--- src/rtl/fallback_reset_pkg.sv ---
package fallback_reset_pkg;

  typedef enum logic [1:0] {
    PH_RESET = 2'd0,
    PH_LIMP  = 2'd1,
    PH_EXT   = 2'd2
  } phase_t;

  typedef struct packed {
    logic inc;
    logic clr;
  } cntCmd_t;

endpackage

--- src/rtl/fallback_reset_cnt.sv ---
module fallback_reset_cnt
  import fallback_reset_pkg::*;
#(
  parameter int CNT_WIDTH = 13
) (
  input  logic    clk,
  input  logic    porPulse,
  input  cntCmd_t cmd,
  input  logic    useExt,
  input  logic    tickBackup,
  input  logic    tickExt,
  output logic    tick,
  output logic    hitHalf,
  output logic    hitFull
);

  localparam int HALF = 1 << (CNT_WIDTH - 1);
  localparam logic [CNT_WIDTH-1:0] HALF_LAST = CNT_WIDTH'(HALF - 1);

  logic [CNT_WIDTH-1:0] cntQ;

  // Tick of whichever clock currently drives the counter
  assign tick = useExt ? tickExt : tickBackup;

  always_ff @(posedge clk or posedge porPulse) begin
    if (porPulse) begin
      cntQ <= '0;
    end else if (cmd.clr) begin
      cntQ <= '0;
    end else if (cmd.inc) begin
      cntQ <= cntQ + 1'b1;
    end
  end

  assign hitHalf = (cntQ == HALF_LAST);
  assign hitFull = &cntQ;

endmodule

--- src/rtl/fallback_reset_ctrl.sv ---
module fallback_reset_ctrl
  import fallback_reset_pkg::*;
(
  input  logic    clk,
  input  logic    porPulse,
  input  logic    tick,
  input  logic    hitHalf,
  input  logic    hitFull,
  input  logic    extPresent,
  input  logic    pllSupplyOn,
  output cntCmd_t cmd,
  output logic    selExt,
  output logic    intReset,
  output logic    limpFlag,
  output logic    setIrqFlag
);

  phase_t phaseQ, phaseD;
  logic   extSelQ, extSelD;
  logic   firstDoneQ, firstDoneD;
  logic   limpQ, limpD;
  logic   checkPoint;

  always_ff @(posedge clk or posedge porPulse) begin
    if (porPulse) begin
      phaseQ     <= PH_RESET;
      extSelQ    <= 1'b0;
      firstDoneQ <= 1'b0;
      limpQ      <= 1'b0;
    end else begin
      phaseQ     <= phaseD;
      extSelQ    <= extSelD;
      firstDoneQ <= firstDoneD;
      limpQ      <= limpD;
    end
  end

  // Sample point: half period first, full period afterwards
  assign checkPoint = firstDoneQ ? hitFull : hitHalf;

  always_comb begin
    phaseD     = phaseQ;
    extSelD    = extSelQ;
    firstDoneD = firstDoneQ;
    limpD      = limpQ;
    cmd        = '0;
    setIrqFlag = 1'b0;
    unique case (phaseQ)
      PH_RESET: begin
        if (pllSupplyOn && extPresent) extSelD = 1'b1;
        if (tick) begin
          if (hitHalf) begin
            cmd.clr = 1'b1;
            if (extSelQ || extPresent || !pllSupplyOn) begin
              phaseD  = PH_EXT;
              extSelD = 1'b1;
            end else begin
              phaseD     = PH_LIMP;
              limpD      = 1'b1;
              firstDoneD = 1'b0;
              setIrqFlag = 1'b1;
            end
          end else begin
            cmd.inc = 1'b1;
          end
        end
      end
      PH_LIMP: begin
        if (tick) begin
          if (checkPoint) begin
            cmd.clr    = 1'b1;
            firstDoneD = 1'b1;
            if (extPresent) begin
              phaseD     = PH_EXT;
              extSelD    = 1'b1;
              limpD      = 1'b0;
              setIrqFlag = 1'b1;
            end
          end else begin
            cmd.inc = 1'b1;
          end
        end
      end
      PH_EXT: begin
        cmd.clr = 1'b1;
      end
      default: begin
        phaseD = PH_RESET;
      end
    endcase
  end

  assign selExt   = extSelQ | ~pllSupplyOn;
  assign intReset = (phaseQ == PH_RESET);
  assign limpFlag = limpQ;

endmodule

--- src/rtl/fallback_reset_flag.sv ---
module fallback_reset_flag (
  input  logic clk,
  input  logic porPulse,
  input  logic setFlag,
  input  logic flagClear,
  input  logic irqEnable,
  output logic flagOut,
  output logic irqOut
);

  logic flagQ;

  // Set has priority over a clear in the same cycle
  always_ff @(posedge clk or posedge porPulse) begin
    if (porPulse) begin
      flagQ <= 1'b0;
    end else if (setFlag) begin
      flagQ <= 1'b1;
    end else if (flagClear) begin
      flagQ <= 1'b0;
    end
  end

  assign flagOut = flagQ;
  assign irqOut  = flagQ & irqEnable;

endmodule

--- src/rtl/fallback_reset_seq.sv ---
module fallback_reset_seq
  import fallback_reset_pkg::*;
#(
  parameter int CNT_WIDTH = 13
) (
  input  logic clk,
  input  logic porPulse,
  input  logic tickBackup,
  input  logic tickExt,
  input  logic extPresent,
  input  logic pllSupplyOn,
  input  logic irqEnable,
  input  logic flagClear,
  output logic selExt,
  output logic intReset,
  output logic limpFlag,
  output logic limpIrqFlag,
  output logic irqReq
);

  cntCmd_t cntCmd;
  logic    tickSel;
  logic    hitHalf;
  logic    hitFull;
  logic    setIrqFlag;

  fallback_reset_cnt #(
    .CNT_WIDTH(CNT_WIDTH)
  ) u_cnt (
    .clk       (clk),
    .porPulse  (porPulse),
    .cmd       (cntCmd),
    .useExt    (selExt),
    .tickBackup(tickBackup),
    .tickExt   (tickExt),
    .tick      (tickSel),
    .hitHalf   (hitHalf),
    .hitFull   (hitFull)
  );

  fallback_reset_ctrl u_ctrl (
    .clk        (clk),
    .porPulse   (porPulse),
    .tick       (tickSel),
    .hitHalf    (hitHalf),
    .hitFull    (hitFull),
    .extPresent (extPresent),
    .pllSupplyOn(pllSupplyOn),
    .cmd        (cntCmd),
    .selExt     (selExt),
    .intReset   (intReset),
    .limpFlag   (limpFlag),
    .setIrqFlag (setIrqFlag)
  );

  fallback_reset_flag u_flag (
    .clk      (clk),
    .porPulse (porPulse),
    .setFlag  (setIrqFlag),
    .flagClear(flagClear),
    .irqEnable(irqEnable),
    .flagOut  (limpIrqFlag),
    .irqOut   (irqReq)
  );

endmodule

--- config.mk ---
export PLATFORM = sky130hd
export DESIGN_NAME = fallback_reset_seq
export DESIGN_NICKNAME = d
export VERILOG_FILES = /design/src/rtl/fallback_reset_pkg.sv /design/src/rtl/fallback_reset_cnt.sv /design/src/rtl/fallback_reset_ctrl.sv /design/src/rtl/fallback_reset_flag.sv /design/src/rtl/fallback_reset_seq.sv
export SDC_FILE = /design/constraint.sdc
export NUM_CORES = 1
export LEC_CHECK = 0
export BUFFER_PORTS_ARGS = -buffer_cell sky130_fd_sc_hd__buf_2
export CAP_MARGIN = 20
export CORE_ASPECT_RATIO = 1.4
export CORE_UTILIZATION = 61
export DETAILED_ROUTE_END_ITERATION = 12
export GPL_TIMING_DRIVEN = 0
export MAX_ROUTING_LAYER = met4
export PLACE_DENSITY_LB_ADDON = 0.15
export SYNTH_ARGS = -nofsm -noshare
export SYNTH_HDL_FRONTEND = slang
export SYNTH_SLANG_ARGS = --single-unit
--- constraint.sdc ---
create_clock -name clk -period 4.1 [get_ports clk]
set_input_delay 0.82 -clock clk [delete_from_list [all_inputs] [get_ports clk]]
set_output_delay 0.82 -clock clk [all_outputs]
set_load 0.02 [all_outputs]
==> run_results.csv, run 1 <==
group,metric,value,unit
status,outcome,"complete, no violations",
power_and_ir_drop,comb_power_share,0.193,
timing,fmaxAchievable,448,MHz
floorplan,initial_core_util,0.639,
synth,synth_area_leader_cell,"dfrtp_1",
cells_and_area,n_antenna_cell,0,
synth,synthTopCellsByArea,"dfrtp_1 (38%), xor2_1 (6.3%), nor2_1 (3.9%)",
synth,ys_types,47,
timing,finalCritPeriodShare,0.545,
floorplan,die_x,40.2,microns
timing,setup_tns,0,ns
synth,ys_seq_elements,19,
drt,drc,0,
timing,slew_headroom,0.498,
floorplan,dieArea,2230,sq um
synth,synth_simple_gate_area_frac,0.244,
critical_path,startpoint_type,"input port",
cts,cts_max_path_buffers,2,
drt,drt-total-wl,2.50,mm
cts,cts_tree,"done",
cts,cts.sinks,19,
critical_path,cp-end-kind,"output pin",
timing,min_period,2.23,ns
floorplan,core-area,1950,sq um
worst_hold_path,min_path_type,"reg2reg",
floorplan,ios,13,
synth,synth_edf_count,0,
timing,finalSetupViolCount,0,
power_and_ir_drop,p_sw,0.131,mW
drt,antenna_left,0,
drt,num_vias,1000,
global_route,grt_max_degree,20,
flow_run,drv_cap,0,
global_route,grt_usage,0.275,
cells_and_area,fillCellCount,154,
power_and_ir_drop,power,0.408,mW
synth,syn_avg_cell_area,9.80,sq um
synth,synth_top_area_frac,0.382,
drt,drtIter0Drc,29,
cells_and_area,nets,153,
cts,h-tree-depth,1,
synth,synthMuxAreaShare,0.0171,
floorplan,fp.dieH,55.5,microns
synth,ys_seq_area_frac,0.382,
placement,gp_congestion,0.803,
floorplan,rows,19,
power_and_ir_drop,p_clk_frac,0.247,
timing,rsz0062_at_grt,"no",
critical_path,crit_path_max_fanout,7,
drt,viasPerCell,6.10,
cells_and_area,final_util,0.696,
synth,synth_xor_xnor_area_share,0.0854,
cts,clock_latency,0.31,ns
cells_and_area,post_route_cells_drive_above_1_share,0.245,
power_and_ir_drop,leakage,0.588,nW
drt,first_pass_iters,4,
critical_path,cp.arrival,1.41,ns
synth,syn_nets,136,
timing,hold_violations,0,
cts,cts_hold_buf,0,
synth,yosys_warnings,0,
cts,path_clk_slew,0.11,ns
synth,ys.flop_type,"dfrtp_1",
synth,synth-compound-area-share,0.203,
cells_and_area,syn2layout_area_growth,9.05,%
power_and_ir_drop,power.density,300,nW/um^2
synth,syn_area,1240,sq um
power_and_ir_drop,ir_drop,0.265,mV
placement,portBuffers,12,
critical_path,path_class,"in2out",
global_route,grt_pass1_wl,4.22,mm
cts,numCtsBuffers,3,
critical_path,critPathRequiredTime,3.28,ns
global_route,grt_pass1_vias,1003,
timing,worst_pin_slew,0.752,ns
placement,place_hpwl,1.86,mm
synth,synthCells,127,
timing,finClkSkew,0.00110,ns
global_route,overflow,0,
cts,root_buffer,"clkbuf_4",
synth,async_flop_share,1.00,
power_and_ir_drop,swShare,0.322,
power_and_ir_drop,p_int,0.276,mW
cts,postCtsResizedCells,0,
synth,synthAdderAreaFrac,0.0101,
power_and_ir_drop,power_frac_seq,0.560,
global_route,antenna_found_initial,0,
drt,wl_per_cell,15.2,microns
synth,synth_top_family_by_area,"simple AND/OR/NAND/NOR gates",
timing,maxSlewViolCount,0,
cts,cts_setup_buffers,0,
[layout by cell type, fill, tap and decap left out, types with 2 or more instances in the layout]
cell type  instances
buf_2             13
dfrtp_1           19
inv_1              5
nand2b_1           4
buf_6              3
and2_1             2
nand2_1            5
clkbuf_4           3
nor3_1             3
o2111ai_1          4
a31oi_1            2
xor2_1             9
nor2_1            13
a21oi_1            5
buf_4              2
o22ai_1            3
o31ai_1            2
or3_1              4
nor2b_1            3
o211ai_1           3
nand4_2            2
o21ai_0            5
nand3_1            3
[cell usage after synthesis (2+ instances only)]
master and instances:
buf_6 3, o211ai_1 3, nand2_1 5, nand4_2 2, dfrtp_1 19, o22ai_1 3, a21oi_1 5, buf_4 2
o21ai_0 5, xor2_1 9, and2_1 2, o2111ai_1 4, nand3_1 3, a31oi_1 2, inv_1 5, nand2b_1 4
o31ai_1 2, nor2_1 13, nor3_1 3, or3_1 4, nor2b_1 3
[cell type report]
type                            instances  area (sq um)  area share
Multi-Input combinational cell         97           697       0.513
Sequential cell                        19           475       0.350
Timing Repair Buffer                   12          60.1      0.0442
Buffer                                  6          53.8      0.0396
Clock buffer                            4          26.3      0.0194
Tap cell                               21          26.3      0.0194
Inverter                                5          18.8      0.0138
[critical path, cell delays in order]
cell and delay, ns:
buf_2 0.12, nor2b_1 0.12, buf_4 0.16, inv_1 0.05, buf_2 0.15
[logic make-up after synthesis]
kind of cell / after synthesis
AOI/OAI and AO/OA: 34
adders and majority gates: 1
and+or+nand+nor: 50
buffers and inverters: 11
muxes: 2
xor gates and xnor gates: 10
DFF: 19
[layer usage]
metal	track usage	up-vias	wire, microns
met3	0.0241	5	72
met4	0.133	0	57
li1	-	500	-
met5	-	-	0
met1	0.318	475	1050
met2	0.452	20	1320
[power groups by stage]
stage,clock network [mW],logic [mW],registers [mW]
2_1_floorplan,0,0.0598,0.225
3_3_place_gp,0,0.0752,0.230
3_5_place_dp,0,0.0793,0.231
4_1_cts,0.0991,0.0795,0.227
5_1_grt,0.105,0.0873,0.232
6_report,0.101,0.0786,0.228
[flip-flops by register name, indices dropped and copies added (netlist names)]
signal,flops
u_ctrl.extSelQ,1
u_cnt.cntQ,13
u_flag.flagOut,1
u_ctrl.limpFlag,1
u_ctrl.firstDoneQ,1
u_ctrl.phaseQ,2
[path summary, 6_finish.rpt]
path / slack, ns / depth (start not counted) / end / startpoint
worst max-delay path: 1.87 / 5 / selExt / pllSupplyOn
worst min-delay path: 0.49 / 1 / u_ctrl.extSelQ / u_ctrl.extSelQ
worst max register to register: 2.02 / 7 / u_cnt.cntQ[11] / u_cnt.cntQ[0]
worst min register to register: 0.49 / 1 / u_ctrl.extSelQ / u_ctrl.extSelQ
max in group asynchronous: 3.02 / 2 / u_cnt.cntQ[3] / porPulse
min in group asynchronous: 0.62 / 2 / u_cnt.cntQ[10] / porPulse
[through the flow]
stage,hold WS [ns],worst slack (ns),instances,cell area (sq um)
after global placement,0.467,1.77,160,1330
after detailed placement,0.472,1.74,160,1330
final,0.491,1.87,164,1360
after floorplan,0.443,2.06,127,1240
after global routing,0.510,1.79,164,1360
after CTS,0.496,1.86,164,1360
No activity file was read; power rests on OpenSTA's default activity.
==> inputs of run 2 (changes only) <==
- CORE_UTILIZATION: 61 -> 57
- clock period: 4.1 -> 2.2 ns (I/O delays scaled with it)
==> run 2 against run 1 <==
Effect of this change:
- global-route usage is 4.8 points lower
- via count grew 2.3%
- sequential share of layout area decreased by 0.13 points
- combinational power up 86%
- clock power up 80%
- largest cell class unchanged
- non-clock buffer count unchanged
==> run_results.csv, run 2 (synthesis results as in run 1) <==
group,metric,value,unit
status,outcome,"complete, no violations",
cts,cts_tree,"done",
critical_path,r2r_slack,0.21,ns
timing,finalCritPeriodShare,0.902,
floorplan,core-area,2020,sq um
cells_and_area,largest_reg_flops,13,
global_route,grt_pass1_vias,978,
global_route,overflow,0,
placement,gp_congestion,0.806,
critical_path,path_class,"reg2reg",
timing,setup_tns,0,ns
cells_and_area,syn2layout_area_growth,9.45,%
timing,maxSlewViolCount,0,
global_route,grt_usage,0.228,
flow_run,drv_cap,0,
power_and_ir_drop,power.density,553,nW/um^2
cells_and_area,largestRegisters,"u_cnt.cntQ: 13 flops, u_ctrl.phaseQ: 2 flops",
timing,hold_violations,0,
critical_path,critPathRequiredTime,2.39,ns
cells_and_area,n_antenna_cell,0,
cts,numCtsBuffers,3,
cts,postCtsResizedCells,0,
global_route,grt_pass1_wl,4.15,mm
critical_path,cp-end-kind,"register",
cells_and_area,stdcell_count,164,
timing,worst_pin_slew,0.729,ns
cts,path_clk_slew,0.11,ns
timing,fmaxAchievable,504,MHz
critical_path,reg2reg_from,"u_cnt.cntQ[0]",
worst_hold_path,min_path_type,"in2async",
drt,viasPerCell,6.24,
cells_and_area,post_route_cells_drive_above_1_share,0.252,
critical_path,startpoint_type,"register",
drt,antenna_left,0,
timing,rsz0062_at_grt,"no",
drt,first_pass_iters,4,
drt,num_vias,1023,
cells_and_area,regMostFlops,"u_cnt.cntQ",
power_and_ir_drop,ir_drop,0.413,mV
floorplan,initial_core_util,0.616,
cts,clock_latency,0.30,ns
power_and_ir_drop,leakage,0.588,nW
cells_and_area,final_cell_mix,"dfrtp_1 (19), buf_2 (13), nor2_1 (13), xor2_1 (9)",
critical_path,r2r_cells,7,
cts,h-tree-depth,1,
floorplan,ios,13,
critical_path,cp.arrival,2.18,ns
cts,cts_hold_buf,0,
floorplan,rows,19,
drt,wl_per_cell,15.4,microns
placement,dp.cells,160,
floorplan,dieArea,2380,sq um
timing,min_period,1.99,ns
timing,finalSetupViolCount,0,
placement,portBuffers,12,
cells_and_area,final_common_cell,"dfrtp_1",
floorplan,fp.dieH,57.3,microns
cts,root_buffer,"clkbuf_4",
placement,place_hpwl,1.83,mm
critical_path,crit_path_max_fanout,10,
floorplan,die_x,41.5,microns
cts,cts.sinks,19,
drt,drc,0,
drt,drtIter0Drc,17,
cells_and_area,nets,153,
critical_path,reg2reg_to,"u_cnt.cntQ[6]",
global_route,antenna_found_initial,0,
cts,cts_setup_buffers,0,
timing,slew_headroom,0.514,
cts,cts_max_path_buffers,2,
global_route,grt_max_degree,20,
timing,finClkSkew,0.00167,ns
drt,drt-total-wl,2.53,mm
## run 2: changes by cell type in the layout (fill, tap and decap cells not counted)
cell,before,now
nor3_1,3,2
nor3_2,0,1
## run 2: worst max path at each step
stage	slack, ns	cells after the start	from	end
floorplan	0.47	7	u_cnt.cntQ[0]	u_ctrl.firstDoneQ
global placement	0.22	7	u_cnt.cntQ[0]	u_cnt.cntQ[6]
detailed placement	0.19	7	u_cnt.cntQ[0]	u_cnt.cntQ[6]
CTS	0.11	7	u_cnt.cntQ[0]	u_cnt.cntQ[6]
global route	0.09	7	u_cnt.cntQ[0]	u_cnt.cntQ[6]
finish	0.21	7	u_cnt.cntQ[0]	u_cnt.cntQ[6]
## run 2: layout make-up
class                           count  area, sq um
Buffer                              6         53.8
Clock buffer                        4         26.3
Sequential cell                    19          475
Fill cell                         172          658
Timing Repair Buffer               12         60.1
Inverter                            5         18.8
Tap cell                           21         26.3
Multi-Input combinational cell     97          702
## run 2: power by group
part | leakage, nW | switching (mW) | internal (mW) | total, mW
Sequential | 0.254 | 0.0434 | 0.382 | 0.425
Clock | 0.0150 | 0.112 | 0.0707 | 0.182
Combinational | 0.320 | 0.0834 | 0.0622 | 0.146
## run 2: worst max-delay path, cell delays in order (launching register included)
cell and delay, ns:
dfrtp_1 0.43, ha_1 0.21, nand3_2 0.18, nor3_2 0.25, nand2_1 0.13, o31ai_2 0.36
buf_4 0.25, a21oi_1 0.05
## run 2: layer usage
metal / share of wire / global-route usage / vias to the layer above
met1: 0.43 / 0.247 / 492
met4: 0.011 / 0.0737 / 0
met5: 0 / - / -
met3: 0.022 / 0.0380 / 4
met2: 0.54 / 0.415 / 24
li1: - / - / 503
## run 2: per-stage QoR
stage,total power [mW],setup slack (ns),utilization,hold slack [ns],cell area [sq um]
floorplan,0.531,0.474,-,0.391,1240
global route,0.788,0.0894,0.674,0.298,1360
finish,0.753,0.215,0.674,0.240,1360
global placement,0.569,0.219,0.659,0.468,1330
detailed placement,0.579,0.188,0.659,0.480,1330
CTS,0.755,0.105,0.672,0.277,1360
